File: config.mk
export PLATFORM = sky130hd
export DESIGN_NAME = pwm_chan_gen
export DESIGN_NICKNAME = d
export VERILOG_FILES = /design/src/rtl/pwmch_pkg.sv /design/src/rtl/pwmch_regs.sv /design/src/rtl/pwmch_tickdiv.sv /design/src/rtl/pwmch_counter.sv /design/src/rtl/pwm_chan_gen.sv
export SDC_FILE = /design/constraint.sdc
export NUM_CORES = 1
export LEC_CHECK = 0
export BUFFER_PORTS_ARGS = -buffer_cell sky130_fd_sc_hd__buf_2
export CAP_MARGIN = 20
export CORE_UTILIZATION = 43
export DETAILED_ROUTE_END_ITERATION = 12
export GPL_TIMING_DRIVEN = 0
export PLACE_DENSITY_LB_ADDON = 0.12
export SYNTH_ARGS = -nofsm -noshare
export SYNTH_HDL_FRONTEND = slang
export SYNTH_SLANG_ARGS = --single-unit
File: constraint.sdc
create_clock -name clk -period 7.73 [get_ports clk]
set_clock_uncertainty 0.05 [all_clocks]
set_input_delay 2.319 -clock clk [delete_from_list [all_inputs] [get_ports clk]]
set_output_delay 2.319 -clock clk [all_outputs]
set_load 0.005 [all_outputs]
File: src/rtl/pwmch_pkg.sv
package pwmch_pkg;
  localparam int DATA_W    = 8;
  localparam int DUTY_W    = 16;
  localparam int MIN_RES   = 8;
  localparam int SEL_W     = 3;
  localparam int MAX_RES   = MIN_RES + (1 << SEL_W) - 1;
  localparam int EXPCNT_W  = (1 << SEL_W) - 1;

  localparam int REG_SIZECLK = 0;
  localparam int REG_DIVCFG  = 1;
  localparam int REG_DUTY_LO = 2;
  localparam int REG_DUTY_HI = 3;
  localparam int REG_CTL     = 4;
  localparam int REG_UPD     = 5;
  localparam int REG_SYNC    = 6;

  typedef struct packed {
    logic [SEL_W-1:0]  clk_sel;
    logic [SEL_W-1:0]  res_sel;
    logic [1:0]        pdiv_sel;
    logic [SEL_W-1:0]  expo;
    logic [DUTY_W-1:0] duty;
  } pwm_cfg_t;

  function automatic logic [2:0] pdiv_ratio(input logic [1:0] s);
    case (s)
      2'd0:    return 3'd1;
      2'd1:    return 3'd3;
      2'd2:    return 3'd5;
      default: return 3'd6;
    endcase
  endfunction
endpackage

File: src/rtl/pwmch_regs.sv
module pwmch_regs
  import pwmch_pkg::*;
#(
  parameter int HI_RES = 1,
  parameter int ADDR_W = 3
) (
  input  logic              clk,
  input  logic              rst,
  input  logic              wr_en,
  input  logic              rd_en,
  input  logic [ADDR_W-1:0] addr,
  input  logic [DATA_W-1:0] wdata,
  output logic [DATA_W-1:0] rdata,
  input  logic              wrap,
  output pwm_cfg_t          act,
  output logic              ctl_en,
  output logic              ctl_oe,
  output logic              src_ramp,
  output logic              src_pwm
);
  logic [DATA_W-1:0] sizeclk_q, divcfg_q, duty_lo_q, duty_hi_q, ctl_q, upd_q;
  logic [SEL_W-1:0]  shd_clk, shd_res;
  pwm_cfg_t          shd;
  logic              sync_stb, load;

  // variant: wide select and selectable size, or narrow select and fixed 9-bit size
  generate
    if (HI_RES != 0) begin : g_hires
      assign shd_clk = sizeclk_q[2:0];
      assign shd_res = sizeclk_q[6:4];
    end else begin : g_std
      assign shd_clk = {1'b0, sizeclk_q[1:0]};
      assign shd_res = SEL_W'(1);
    end
  endgenerate

  always_comb begin
    shd.clk_sel  = shd_clk;
    shd.res_sel  = shd_res;
    shd.pdiv_sel = divcfg_q[6:5];
    shd.expo     = divcfg_q[2:0];
    shd.duty     = {duty_hi_q, duty_lo_q};
  end

  assign sync_stb = wr_en && (addr == ADDR_W'(REG_SYNC)) && wdata[0];
  assign load     = !upd_q[5] || !ctl_q[7] || sync_stb || wrap;

  always_ff @(posedge clk) begin
    if (rst) begin
      sizeclk_q <= '0;
      divcfg_q  <= '0;
      duty_lo_q <= '0;
      duty_hi_q <= '0;
      ctl_q     <= '0;
      upd_q     <= '0;
    end else if (wr_en) begin
      case (addr)
        ADDR_W'(REG_SIZECLK): sizeclk_q <= wdata;
        ADDR_W'(REG_DIVCFG):  divcfg_q  <= wdata;
        ADDR_W'(REG_DUTY_LO): duty_lo_q <= wdata;
        ADDR_W'(REG_DUTY_HI): duty_hi_q <= wdata;
        ADDR_W'(REG_CTL):     ctl_q     <= wdata;
        ADDR_W'(REG_UPD):     upd_q     <= wdata;
        default: ;
      endcase
    end
  end

  always_ff @(posedge clk) begin
    if (rst)       act <= '0;
    else if (load) act <= shd;
  end

  always_ff @(posedge clk) begin
    if (rst) begin
      rdata <= '0;
    end else if (rd_en) begin
      case (addr)
        ADDR_W'(REG_SIZECLK): rdata <= sizeclk_q;
        ADDR_W'(REG_DIVCFG):  rdata <= divcfg_q;
        ADDR_W'(REG_DUTY_LO): rdata <= duty_lo_q;
        ADDR_W'(REG_DUTY_HI): rdata <= duty_hi_q;
        ADDR_W'(REG_CTL):     rdata <= ctl_q;
        ADDR_W'(REG_UPD):     rdata <= upd_q;
        default:              rdata <= '0;
      endcase
    end
  end

  assign ctl_en   = ctl_q[7];
  assign ctl_oe   = ctl_q[5];
  assign src_pwm  = ctl_q[2];
  assign src_ramp = ctl_q[1];
endmodule

File: src/rtl/pwmch_tickdiv.sv
module pwmch_tickdiv
  import pwmch_pkg::*;
(
  input  logic             clk,
  input  logic             rst,
  input  logic             run,
  input  logic             sel_tick,
  input  logic [1:0]       pdiv_sel,
  input  logic [SEL_W-1:0] expo,
  output logic             cnt_tick
);
  logic [2:0]          pd_cnt, ratio;
  logic [EXPCNT_W-1:0] ex_cnt, ex_mask;
  logic                pre_last, pre_tick;

  assign ratio    = pdiv_ratio(pdiv_sel);
  assign pre_last = pd_cnt >= (ratio - 3'd1);
  assign pre_tick = sel_tick && pre_last;
  assign ex_mask  = EXPCNT_W'((9'd1 << expo) - 9'd1);
  assign cnt_tick = pre_tick && ((ex_cnt & ex_mask) == ex_mask);

  always_ff @(posedge clk) begin
    if (rst || !run) begin
      pd_cnt <= '0;
      ex_cnt <= '0;
    end else begin
      if (sel_tick) pd_cnt <= pre_last ? 3'd0 : pd_cnt + 3'd1;
      if (pre_tick) ex_cnt <= cnt_tick ? '0 : ex_cnt + 1'b1;
    end
  end
endmodule

File: src/rtl/pwmch_counter.sv
module pwmch_counter
  import pwmch_pkg::*;
(
  input  logic              clk,
  input  logic              rst,
  input  logic              run,
  input  logic              cnt_tick,
  input  logic [SEL_W-1:0]  res_sel,
  input  logic [DUTY_W-1:0] cmp,
  output logic              wrap,
  output logic              pwm_q
);
  logic [MAX_RES-1:0] cnt, cnt_max;
  logic               full;

  assign cnt_max = MAX_RES'((32'd1 << (32'(MIN_RES) + 32'(res_sel))) - 32'd1);
  assign wrap    = cnt_tick && (cnt >= cnt_max);
  assign full    = cmp >= DUTY_W'(cnt_max);

  always_ff @(posedge clk) begin
    if (rst || !run)   cnt <= '0;
    else if (wrap)     cnt <= '0;
    else if (cnt_tick) cnt <= cnt + 1'b1;
  end

  always_ff @(posedge clk) begin
    if (rst) pwm_q <= 1'b0;
    else     pwm_q <= run && (full || (DUTY_W'(cnt) < cmp));
  end
endmodule

File: src/rtl/pwm_chan_gen.sv
module pwm_chan_gen
  import pwmch_pkg::*;
#(
  parameter int HI_RES  = 1,
  parameter int NUM_REF = 4,
  parameter int ADDR_W  = 3
) (
  input  logic               clk,
  input  logic               rst,
  input  logic               wr_en,
  input  logic               rd_en,
  input  logic [ADDR_W-1:0]  addr,
  input  logic [DATA_W-1:0]  wdata,
  output logic [DATA_W-1:0]  rdata,
  input  logic [NUM_REF-1:0] ref_tick,
  input  logic [DUTY_W-1:0]  ramp_duty,
  output logic               pwm_out,
  output logic               pwm_oe
);
  pwm_cfg_t          act;
  logic              ctl_en, ctl_oe, src_ramp, src_pwm;
  logic              clk_ok, run, sel_tick, cnt_tick, wrap;
  logic [DUTY_W-1:0] cmp;

  pwmch_regs #(.HI_RES(HI_RES), .ADDR_W(ADDR_W)) u_regs (
    .clk(clk), .rst(rst), .wr_en(wr_en), .rd_en(rd_en), .addr(addr),
    .wdata(wdata), .rdata(rdata), .wrap(wrap), .act(act),
    .ctl_en(ctl_en), .ctl_oe(ctl_oe), .src_ramp(src_ramp), .src_pwm(src_pwm)
  );

  always_comb begin
    sel_tick = 1'b0;
    clk_ok   = 1'b0;
    for (int i = 0; i < NUM_REF; i++) begin
      if (32'(act.clk_sel) == i + 1) begin
        sel_tick = ref_tick[i];
        clk_ok   = 1'b1;
      end
    end
  end

  assign run = ctl_en && clk_ok;
  assign cmp = src_ramp ? ramp_duty : (src_pwm ? act.duty : '0);

  pwmch_tickdiv u_div (
    .clk(clk), .rst(rst), .run(run), .sel_tick(sel_tick),
    .pdiv_sel(act.pdiv_sel), .expo(act.expo), .cnt_tick(cnt_tick)
  );

  pwmch_counter u_cnt (
    .clk(clk), .rst(rst), .run(run), .cnt_tick(cnt_tick),
    .res_sel(act.res_sel), .cmp(cmp), .wrap(wrap), .pwm_q(pwm_out)
  );

  always_ff @(posedge clk) begin
    if (rst) pwm_oe <= 1'b0;
    else     pwm_oe <= ctl_oe;
  end
endmodule

## Word-level counts from Yosys, hierarchy flattened

Index checks and enable logic that the tools add are counted.

| operators by class | value |
|---|---|
| add/subtract/negate cells | 7 |
| $lt $le $gt $ge | 4 |
| shifts and indexed selects | 2 |
| div/mod/pow operators | 0 |
| reductions and logical operators | 24 |
| equality and inequality tests | 13 |
| mux-type cells | 14 |
| $mul | 0 |
| bitwise gates (word level) | 1 |

Operators by type and width:

| kind | count |
|---|---|
| $pmux 8 s6 | 1 |
| $mux 16 | 2 |
| $shl 1x32->15 const A | 1 |
| $ge 16x15->1 | 1 |
| $lt 15x16->1 | 1 |
| $add 15x1->15 const B | 1 |
| $ge 15x15->1 | 1 |
| $sub 15x1->15 const B | 1 |
| $eq 3x2->1 const B | 4 |
| $eq 3x3->1 const B | 4 |
| $reduce_and 2->1 | 6 |
| $pmux 3 s3 | 1 |
| $mux 1 | 8 |
| $add 7x1->7 const B | 1 |
| $and 7x7->7 | 1 |
| $eq 7x7->1 | 1 |
| $logic_and 1x1->1 | 7 |
| $mux 7 | 1 |
| $shl 1x3->7 const A | 1 |
| $sub 7x1->7 const B | 1 |
| $eq 3x1->1 const B | 2 |
| $add 4x3->5 const A | 1 |
| $logic_or 1x1->1 | 5 |
| $add 3x1->3 const B | 1 |
| other kinds (9) | 11 |

| word-level totals | value |
|---|---|
| memory bits (writable) | 0 |
| memories | 0 |
| bits in latches | 0 |
| bits in read-only memories | 0 |
| logic and storage cells | 82 |
| register bits | 110 |
| input port bits | 35 |
| output and inout bits | 10 |

## Longest topological paths before layout

| logic depth | value |
|---|---|
| depth after elaboration | 9 |
| depth in mapped cells | 10 |
| depth with buffers taken out | 10 |

## By module

A second synthesis with hierarchy kept.

| second synthesis, totals | value |
|---|---|
| cell total of the unflattened synthesis | 677 |
| area total of the unflattened synthesis | 6074.6 µm² |

By module, submodules not included:

| module | cells each | seq. area each (µm²) | instances | area each (µm²) |
|---|---|---|---|---|
| pwmch_regs | 383 | 1661.6 | 1 | 3689.8 |
| pwmch_counter | 188 | 320.3 | 1 | 1511.4 |
| pwmch_tickdiv | 72 | 200.2 | 1 | 603.1 |
| pwm_chan_gen | 34 | 20.0 | 1 | 270.3 |

## Least setup slack after synthesis

OpenSTA, ideal clock, no wires.

| timing | value |
|---|---|
| kind | input-to-reg |
| from | input port ref_tick[1] |
| to | register u_cnt.cnt[0] |
| cell stages on the path | 7 |
| required time | 7.565 ns |
| path buffers | 1 |
| path slack | 3.777 ns |
| setup time | 0.115 ns |
| arrival time | 3.788 ns |
| path through | nand2_1 > o211ai_1 > nand3_1 > a211oi_4 > or2b_1 > buf_4 > nor2_1 |

| on the way | value |
|---|---|
| cells in the longest elaborated chain, start to end | 7 |

Ends and longest elaborated chain:

| what | line | source |
|---|---|---|
| from (decl) | pwm_chan_gen.sv:15 | `input logic [NUM_REF-1:0] ref_tick,` |
| $mux 1 (*) (3 in a row) | pwm_chan_gen.sv:35 | `if (32'(act.clk_sel) == i + 1) begin` |
| $logic_and 1x1->1 (*) | pwmch_tickdiv.sv:18 | `assign pre_tick = sel_tick && pre_last;` |
| $logic_and 1x1->1 (*) | pwmch_tickdiv.sv:20 | `assign cnt_tick = pre_tick && ((ex_cnt & ex_mask) == ex_mask);` |
| $logic_and 1x1->1 | pwmch_counter.sv:17 | `assign wrap = cnt_tick && (cnt >= cnt_max);` |
| $reduce_or 2->1 (no source line) | n/a |  |
| to (signal assigned) | pwmch_counter.sv:23 | `else if (cnt_tick) cnt <= cnt + 1'b1;` |
| to (decl) | pwmch_counter.sv:13 | `logic [MAX_RES-1:0] cnt, cnt_max;` |

Mark *: on every way between the ends. The rest lies on a longest branch, timed or not.
A chain may end at the register's enable or synchronous reset.

## Worst setup path after layout

| timing | value |
|---|---|
| from | input port addr[0] |
| to | register u_regs.divcfg_q[2] |

| on the way | value |
|---|---|
| cells in the longest elaborated chain, start to end | 2 |

Ends and longest elaborated chain:

| what | line | source |
|---|---|---|
| from (decl) | pwm_chan_gen.sv:12 | `input logic [ADDR_W-1:0] addr,` |
| $eq 3x1->1 | pwmch_regs.sv:57 | `case (addr)` |
| $reduce_and 2->1 (no source line) | n/a |  |
| to (signal assigned) | pwmch_regs.sv:59 | `ADDR_W'(REG_DIVCFG): divcfg_q <= wdata;` |
| to (decl) | pwmch_regs.sv:21 | `logic [DATA_W-1:0] sizeclk_q, divcfg_q, duty_lo_q, duty_hi_q, ctl_q, upd_q;` |

Every way passes these cells.

==> results.tsv <==
metric	value	unit
global_route_wire_length_before_repair	25180	um
async_reset_ff_share	0	%
timing.setup.tns	0	ns
power_per_standard_cell_area	170.9	nW/um^2
die_width	117.4	um
worst_setup_path_start_kind	input pin	
drtIter0Drc	282	
synth.area.top_cells	sky130_fd_sc_hd__dfxtp_1, sky130_fd_sc_hd__nand2_1, sky130_fd_sc_hd__ha_1, sky130_fd_sc_hd__a21oi_1, sky130_fd_sc_hd__mux2i_1	
cts_sinks	110	
placement.io_buffers	42	
crit-reg2reg-launch	u_regs.ctl_q[1]	
route.detailed.wl_per_inst	16.93	um
cts_buffer_depth	2	
gr_util_all_layers	23.26	%
max-slew-margin-rel	28.55	%
total_of_endpoints_with_negative_setup_slack_in_the_final_report	0	
synth_commonest_cells	sky130_fd_sc_hd__nand2_1, sky130_fd_sc_hd__dfxtp_1, sky130_fd_sc_hd__a21oi_1	
antennaDiodeCount	0	
ios	45	
clk_pin_slew	0.07	ns
required	7.97	ns
timing.hold.worst.class	flop to flop	
coreArea	12820	um^2
crit_path_max_incr_delay	0.77	ns
post-place-cells	905	
finalCriticalPeriod	4.224	ns
area_added_between_synthesis_and_finish	12.25	%
synthesis.area_per_instance	8.293	um^2
synth.most_common_cell	sky130_fd_sc_hd__nand2_1	
final-max-slew-violation-count	0	
syn-cell-area	5730	um^2
cp-end-kind	flop	
drc	0	
timing.hold.worst_path_depth	2	
power.leakage	2.250	nW
layoutNonFillerInstCount	921	
period_share	54.65	%
floorplan.initialDensity	44.68	%
grt_remaining_overflow	0	
cts_made_buffers	9	
result_of_the_run	completed	
synth_edf_count	0	
gp_routability_congestion	0.9108	
finalWirelength	15590	um
fin_total_pwr	1.099	mW
ys_ff_latch	110	
setup.worst_path.class	input pin to flop	
antenna_left	0	
worst_setup_path_startpoint	addr[0]	
synth_cell_type_count	49	
worst_slack	3.506	ns
final-seq-area	2202	um^2
rr_endpoint	u_cnt.pwm_q	
clkLatencyLatePin	0.36	ns
route.detailed.vias_per_inst	5.491	
final_core_util	50.16	%
synth_top_cell_area_share	38.43	%
critical_path.cell_chain	clkbuf_1 > clkbuf_1 > nand2_1 > nor3_1 > nand2_1 > a21oi_1	
min_to	u_regs.ctl_q[3]	
synth_ff_type	sky130_fd_sc_hd__dfxtp_1	
vdd_ir_drop_max	0.0001347	V
cts_post_setup_buffers_inserted	0	
sequential_area_share_after_synthesis	38.43	%
clockRootBuffer	sky130_fd_sc_hd__clkbuf_16	
vias_in_the_first_global_route	4914	
multi_input_gate_area	3321	um^2
antenna_found_initial	0	
cts_hold_repair.buffers	0	
nNetsFinal	813	
worstPathArrival	4.47	ns
synthesis.instances	691	
detailedPlace.worstSlack	3.117	ns
final.fill_count	1292	
yosysTopAreaCell	sky130_fd_sc_hd__dfxtp_1	
dr_total_vias	5057	
hold_path_startpoint	u_regs.ctl_q[3]	
timing.critical_path.buf_inv	2	
grt_setup_unrepaired	false	
cts.htree.levels	3	
cp_max_fo	10	
grt_max_degree	19	
hpwlAfterDp	12120	um
timing.critical_path.slowest_stage_cell	sky130_fd_sc_hd__nor3_1	
area_of_the_die	13790	um^2
die_y	117.4	um
syn-num-nets	760	
cts_resized	0	
worst-r2r-setup-slack	4.68	ns
tritoncts	done	
drt_first_pass_iters	5	
timing_limited_maximum_frequency	236.7	MHz
reg2regPathDepth	10	
worst_path_dominant_cell_family	simple AND/OR/NAND/NOR gates	
drive_above_1_share	9.880	%
synthesis.yosys.warnings	0	
max_slew.worst_pin.slew	1.064	ns
hold_violations	0	
cap_viol_max_count	0	
row_count	41	
[cells in the final DEF, fill, tap and decap left out, types with 20 or more instances in the layout]
| cell | netlist | layout |
|---|---|---|
| sky130_fd_sc_hd__clkbuf_1 | 25 | 26 |
| sky130_fd_sc_hd__dfxtp_1 | 110 | 110 |
| sky130_fd_sc_hd__inv_1 | 20 | 20 |
| sky130_fd_sc_hd__buf_2 | 1 | 43 |
| sky130_fd_sc_hd__a21oi_1 | 70 | 70 |
| sky130_fd_sc_hd__mux2i_1 | 32 | 32 |
| sky130_fd_sc_hd__nand2b_1 | 48 | 48 |
| sky130_fd_sc_hd__nor2_1 | 48 | 48 |
| sky130_fd_sc_hd__nand2_1 | 123 | 123 |
| sky130_fd_sc_hd__ha_1 | 34 | 34 |
| sky130_fd_sc_hd__o21ai_0 | 20 | 20 |
[kinds of logic after synthesis]
| logic type | Yosys count | share of synthesized area, % |
|---|---|---|
| XOR/XNOR | 21 | 3.210 |
| AND/OR/NAND/NOR | 294 | 24.11 |
| AO/OA/AOI/OAI | 139 | 14.67 |
| flip-flops | 110 | 38.43 |
| buffers and inverters | 50 | 3.624 |
| multiplexers | 43 | 8.537 |
| adder cells (fa/ha/maj) | 34 | 7.424 |
[metal layers]
layer  track usage, %  routed length [um]  vias to the layer above
met5                0                   0                        -
met4            9.334                 495                        0
met3            4.134                 730                       30
met2            40.35                7638                      127
met1            28.32                6727                     2378
li1                 -                   -                     2522
[worst max-delay path by stage]
| stage | end | depth (start not counted) | slack [ns] |
|---|---|---|---|
| after floorplan | u_cnt.cnt[0] | 7 | 3.78 |
| after global placement | u_cnt.cnt[14] | 8 | 3.12 |
| after detailed placement | u_cnt.cnt[0] | 8 | 3.12 |
| after CTS | u_cnt.cnt[12] | 8 | 3.50 |
| after global routing | u_regs.divcfg_q[4] | 6 | 3.20 |
| final | u_regs.divcfg_q[2] | 6 | 3.51 |
[metrics by stage]
stage | instance area [um^2] | hold slack (ns)
after floorplan | 5731 | 0.3829
after global placement | 6156 | 0.3890
after detailed placement | 6156 | 0.3979
after CTS | 6432 | 0.4089
after global routing | 6432 | 0.4374
final | 6432 | 0.4083
[layout make-up]
class                   count  area share [%]
inverters                  20           1.167
plain buffers              30           2.062
well taps                 172           3.346
multi-input cells         531           51.62
clock inverters             6          0.7392
clock buffers              10           3.560
repair buffers             42           3.268
flip-flops and latches    110           34.23
[worst register-to-register path, stage by stage (launching register included)]
cell and delay (ns):
sky130_fd_sc_hd__dfxtp_1 0.41, sky130_fd_sc_hd__clkbuf_1 0.39, sky130_fd_sc_hd__clkbuf_1 0.46, sky130_fd_sc_hd__a22oi_1 0.23, sky130_fd_sc_hd__inv_1 0.10, sky130_fd_sc_hd__ha_1 0.24, sky130_fd_sc_hd__a2111oi_0 0.43, sky130_fd_sc_hd__o21ai_0 0.15
sky130_fd_sc_hd__a31oi_1 0.23, sky130_fd_sc_hd__o21ai_0 0.11, sky130_fd_sc_hd__o2bb2ai_1 0.13
[registers in the layout, indices dropped and copies added, names as in the netlist, 3 cells and up]
register,flops
u_regs.duty_hi_q,8
u_regs.act,27
u_regs.divcfg_q,8
u_regs.duty_lo_q,8
u_regs.upd_q,8
u_div.pd_cnt,3
u_cnt.cnt,15
u_regs.sizeclk_q,8
u_div.ex_cnt,7
u_regs.rdata,8
u_regs.ctl_q,8
[report_power, final]
group	switching (mW)	leakage (nW)	internal, mW
registers	0.00695	0.889	0.575
logic	0.0495	1.23	0.0293
clock network	0.217	0.135	0.221
Note: power is estimated with default switching activity, not from simulation.
